--- config.mk ---
export PLATFORM = sky130hd
export DESIGN_NAME = icap_channel
export DESIGN_NICKNAME = d
export VERILOG_FILES = /design/src/rtl/icap_channel.sv
export SDC_FILE = /design/constraint.sdc
export NUM_CORES = 1
export LEC_CHECK = 0
export BUFFER_PORTS_ARGS = -buffer_cell sky130_fd_sc_hd__buf_2
export CAP_MARGIN = 30
export CORE_AREA = 2 2 79 81
export CTS_CLUSTER_DIAMETER = 120
export DETAILED_ROUTE_END_ITERATION = 6
export DIE_AREA = 0 0 81 83
export PLACE_DENSITY = 0.59
export SLEW_MARGIN = 20
export SYNTH_ARGS = -nofsm -noshare
export SYNTH_HDL_FRONTEND = slang
export SYNTH_SLANG_ARGS = --single-unit
--- constraint.sdc ---
create_clock -name clk -period 6.1 [get_ports clk]
set_clock_uncertainty 0.05 [all_clocks]
set_input_delay 0 -clock clk [delete_from_list [all_inputs] [get_ports clk]]
set_output_delay 0 -clock clk [all_outputs]
set_load 0.01 [all_outputs]
--- src/rtl/icap_channel.sv ---
module icap_channel #(
  parameter int CW = 16
) (
  input  logic          clk,
  input  logic          rst_n,
  input  logic          ch_in,
  input  logic          ch_en,
  input  logic          edge_fall,
  input  logic [3:0]    filt_code,
  input  logic [1:0]    psc_code,
  input  logic          tick_en,
  input  logic [CW-1:0] cnt_val,
  input  logic          flag_clr,
  output logic [CW-1:0] cap_val,
  output logic          cap_flag,
  output logic          ovr_flag,
  output logic          filt_out
);

  localparam int DW = 5;

  logic [1:0]    sync;
  logic [DW-1:0] dcnt;
  logic [3:0]    fcnt;
  logic          filt, filt_d;
  logic [2:0]    pcnt;
  logic          clk_rate;
  logic [2:0]    dlog;
  logic [3:0]    nreq;

  wire           s_in   = sync[1];
  wire           bypass = (filt_code == 4'd0);
  wire [DW-1:0]  mask   = (DW'(1) << dlog) - DW'(1);
  wire           smp    = clk_rate | (tick_en & ((dcnt | ~mask) == {DW{1'b1}}));
  wire [3:0]     plim   = (4'd1 << psc_code) - 4'd1;
  wire           hit    = edge_fall ? (~filt & filt_d) : (filt & ~filt_d);
  wire           evt    = ch_en & hit & ({1'b0, pcnt} == plim);

  always_comb begin
    clk_rate = 1'b0;
    dlog     = 3'd0;
    nreq     = 4'd0;
    case (filt_code)
      4'd1:  begin clk_rate = 1'b1; nreq = 4'd2; end
      4'd2:  begin clk_rate = 1'b1; nreq = 4'd4; end
      4'd3:  begin clk_rate = 1'b1; nreq = 4'd8; end
      4'd4:  begin dlog = 3'd1; nreq = 4'd6; end
      4'd5:  begin dlog = 3'd1; nreq = 4'd8; end
      4'd6:  begin dlog = 3'd2; nreq = 4'd6; end
      4'd7:  begin dlog = 3'd2; nreq = 4'd8; end
      4'd8:  begin dlog = 3'd3; nreq = 4'd6; end
      4'd9:  begin dlog = 3'd3; nreq = 4'd8; end
      4'd10: begin dlog = 3'd4; nreq = 4'd5; end
      4'd11: begin dlog = 3'd4; nreq = 4'd6; end
      4'd12: begin dlog = 3'd4; nreq = 4'd8; end
      4'd13: begin dlog = 3'd5; nreq = 4'd5; end
      4'd14: begin dlog = 3'd5; nreq = 4'd6; end
      4'd15: begin dlog = 3'd5; nreq = 4'd8; end
      default: ;
    endcase
  end

  always_ff @(posedge clk or negedge rst_n)
    if (!rst_n) sync <= 2'b00;
    else        sync <= {sync[0], ch_in};

  always_ff @(posedge clk or negedge rst_n)
    if (!rst_n)       dcnt <= '0;
    else if (tick_en) dcnt <= dcnt + DW'(1);

  always_ff @(posedge clk or negedge rst_n) begin
    if (!rst_n) begin
      filt <= 1'b0;
      fcnt <= 4'd0;
    end else if (bypass) begin
      filt <= s_in;
      fcnt <= 4'd0;
    end else if (smp) begin
      if (s_in == filt) begin
        fcnt <= 4'd0;
      end else if (fcnt + 4'd1 == nreq) begin
        filt <= s_in;
        fcnt <= 4'd0;
      end else begin
        fcnt <= fcnt + 4'd1;
      end
    end
  end

  always_ff @(posedge clk or negedge rst_n)
    if (!rst_n) filt_d <= 1'b0;
    else        filt_d <= filt;

  always_ff @(posedge clk or negedge rst_n) begin
    if (!rst_n)      pcnt <= 3'd0;
    else if (!ch_en) pcnt <= 3'd0;
    else if (hit)    pcnt <= evt ? 3'd0 : pcnt + 3'd1;
  end

  always_ff @(posedge clk or negedge rst_n) begin
    if (!rst_n) begin
      cap_val  <= '0;
      cap_flag <= 1'b0;
      ovr_flag <= 1'b0;
    end else begin
      if (evt) cap_val <= cnt_val;
      cap_flag <= evt | (cap_flag & ~flag_clr);
      ovr_flag <= (ovr_flag | (evt & cap_flag)) & ~flag_clr;
    end
  end

  assign filt_out = filt;

  p_cap_load_r7: assert property (@(posedge clk) disable iff (!rst_n)
    evt |=> cap_val == $past(cnt_val));
  p_flag_set_r8: assert property (@(posedge clk) disable iff (!rst_n)
    evt |=> cap_flag);
  p_ovr_set_r8: assert property (@(posedge clk) disable iff (!rst_n)
    (evt && cap_flag && !flag_clr) |=> ovr_flag);
  p_clear_r8: assert property (@(posedge clk) disable iff (!rst_n)
    (flag_clr && !evt) |=> (!cap_flag && !ovr_flag));
  p_ovr_needs_cap_r8: assert property (@(posedge clk) disable iff (!rst_n)
    ovr_flag |-> cap_flag);
  p_off_hold_r6: assert property (@(posedge clk) disable iff (!rst_n)
    !ch_en |=> ($stable(cap_val) && pcnt == 3'd0));
  p_no_sample_r3: assert property (@(posedge clk) disable iff (!rst_n)
    (!bypass && !smp) |=> $stable(filt));

endmodule

==> reports/metrics.csv <==
metric,value,unit
nFillCells,582,
tightest_slew,0.745,ns
maxCapViolCount,0,
postLayoutCoreUtil,0.425,
dieArea,6720,µm²
synth_fp_nets,208,
p_per_area,350,nW/µm²
initial_core_util,0.325,
drcViolationCount,0,
nets,277,
syn_area,1890,µm²
slew_headroom,0.504,
ant_nets,0,
die_h,83,µm
clk_latency,0.28,ns
post-route-period-util,0.353,
final_cells,320,
end_kind,flop,
vdd_drop_max,216,µV
tns,0,ns
wirelength,3.98,mm
rows,28,
dp.cells,291,
vias_per_cell,4.69,
tritoncts,built,
overflow,0,
synth_seq_cells,34,
ios,48,
ctsLongestPathBuffers,2,
grt_pass1_vias,1522,
hpwl,2.80,mm
vias,1502,
ys_warn_count,0,
hp-class,primary input to flop,
slew_viol_final,0,
worst_ep_arrival_time,2.26,ns
io_buffers,47,
cts_root_buf,clkbuf_8,
yosysSeqAreaShare,0.451,
synth.distinct_cells,52,
grt_pass1_wl,6.97,mm
drt_first_pass_iters,4,
drive_above_1_share,0.290,
drt-initial-drc-count,60,
worstRegToRegCells,5,
wire_per_inst,12.4,µm
min_path_cells,4,
rsz0062_at_grt,false,
syn_area_per_cell,10.8,µm²
core_area,5820,µm²
critPathLaunchType,flop,
place.gp.congestion,0.843,
synth-main-ff-cell,dfrtp_1,
area_growth_syn_to_layout,31.0,%
dieWidth,81,µm
synth_edf_count,0,
status,finished clean,
finalSetupViolations,0,
hold_viol_final,0,
grt_max_degree,35,
fin_crit,2.15,ns
synthCells,175,
cts_sinks,34,
synth_async_sr_flop_share,1.00,
grt.total_usage,0.128,
clk_pin_slew,0.07,ns
cp.required,6.21,ns
numCtsBuffers,5,
leakage,1.17,nW
cp_max_fo,18,
clock.fmax,464,MHz
diodes,0,
h-tree-depth,2,
crit_type,flop to flop,
antenna_found_initial,0,
-- power breakdown --
group	total (mW)	switching, mW	internal (mW)
clock	0.167	0.0756	0.0910
combinational	0.325	0.163	0.163
sequential	0.375	0.0658	0.309
-- flip-flops by register name, indices dropped and copies added, names as in the netlist, 2 cells and up --
register  count
dcnt          5
sync          2
pcnt          3
cap_val      16
fcnt          4
-- kinds of logic (layout without fill, tap and decap cells) --
family                   count (synthesis)  after routing  synth area share
multiplexers                            19             19             0.113
XOR/XNOR                                10             10            0.0504
AO/OA/AOI/OAI                           40             40             0.155
AND/OR/NAND/NOR                         49             49             0.155
flip-flops                              34             34             0.451
adder cells (fa/ha/maj)                  4              4            0.0265
buffers and inverters                   19             89            0.0497
-- cells in the mapped netlist, types with 2 or more instances --
master    instances  area share
buf_2             3      0.0079
nor3b_1           2      0.0079
mux2_2            9       0.054
xnor2_1           5       0.023
ha_1              4       0.027
nand3_1           4       0.011
o21ai_0           5       0.013
o211ai_1          2      0.0079
o22ai_1           2      0.0066
nand4_1           3      0.0099
dfrtp_1          34        0.45
or3_1             2      0.0066
nor2_1            4      0.0079
nand2b_1          2      0.0066
a31o_1            2      0.0093
nand2_1          11       0.022
nor4bb_1          2       0.011
mux2_1            9       0.054
a21o_1            3       0.012
a211oi_1          2      0.0079
nand3b_1          3       0.012
nor2b_1           2      0.0066
o31ai_1           3       0.012
o21ai_1           3      0.0079
buf_6             2       0.012
inv_1            13       0.026
a21oi_1           5       0.013
nor4_1            2      0.0066
xor2_1            4       0.019
a21boi_1          2      0.0079
nor3_1            5       0.013
-- placed cells by master, fill, tap and decap left out, types with 3 or more instances in the layout --
cell,instances
nor2_1,4
xor2_1,4
ha_1,4
o31ai_1,3
buf_2,47
mux2_2,9
o21ai_1,3
inv_1,13
a21o_1,3
nand3b_1,3
nand2_1,11
nand3_1,4
o21ai_0,5
nand4_1,3
dfrtp_1,34
clkbuf_8,6
mux2_1,9
dlygate4sd3_1,21
nor3_1,5
a21oi_1,5
xnor2_1,5
-- what timing repair did --
item | 4_1_cts | 5_1_grt
hold buffers | 21 | 0
endpoints found under the setup margin | 0 | 0
hold endpoints to repair | 56 | 0
buffers inserted | 0 | 0
gates resized for setup | 0 | 0
-- path summary, 6_finish.rpt --
kind,startpoint,endpoint,slack [ns]
max,pcnt[1],cap_val[0],3.95
min,edge_fall,pcnt[0],0.13
max reg2reg,pcnt[1],cap_val[0],3.95
min reg2reg,sync[0],sync[1],0.30
max in group asynchronous,rst_n,fcnt[1],5.24
min in group asynchronous,rst_n,cap_val[9],0.27
-- worst max-delay path, cell delays in order, from the launching register on --
cell	delay, ns
dfrtp_1	0.42
or3_1	0.36
a21boi_1	0.15
o21ai_1	0.14
a21oi_4	0.51
mux2_2	0.40
-- metrics by stage --
step / area [µm²] / hold slack, ns / setup slack, ns / total power [mW]
2_1_floorplan: 1890 / -0.346 / 4.11 / 0.587
3_3_place_gp: 2170 / 0.0594 / 3.84 / 0.690
3_5_place_dp: 2170 / 0.0599 / 3.87 / 0.697
4_1_cts: 2470 / 0.133 / 3.94 / 0.876
5_1_grt: 2470 / 0.162 / 3.81 / 0.942
6_report: 2470 / 0.132 / 3.95 / 0.867
-- layer usage --
layer  global-route usage  up-vias  part of all wire
met5                    0        -                 0
met4               0.0324        0            0.0068
met3               0.0228        2             0.021
met2                0.208       15              0.49
met1                0.173      710              0.48
li1                     -      775                 -
-- area by class of cell --
class	instances	area (µm²)	area share
clock buffer	7	86.3	0.0349
clock inverter	1	5.00	0.00202
inverter	13	48.8	0.0197
multi-input combinational	122	943	0.381
sequential	34	851	0.344
tap	75	93.8	0.0379
timing repair buffer	68	445	0.180
Power figures use the tool's default switching activity.
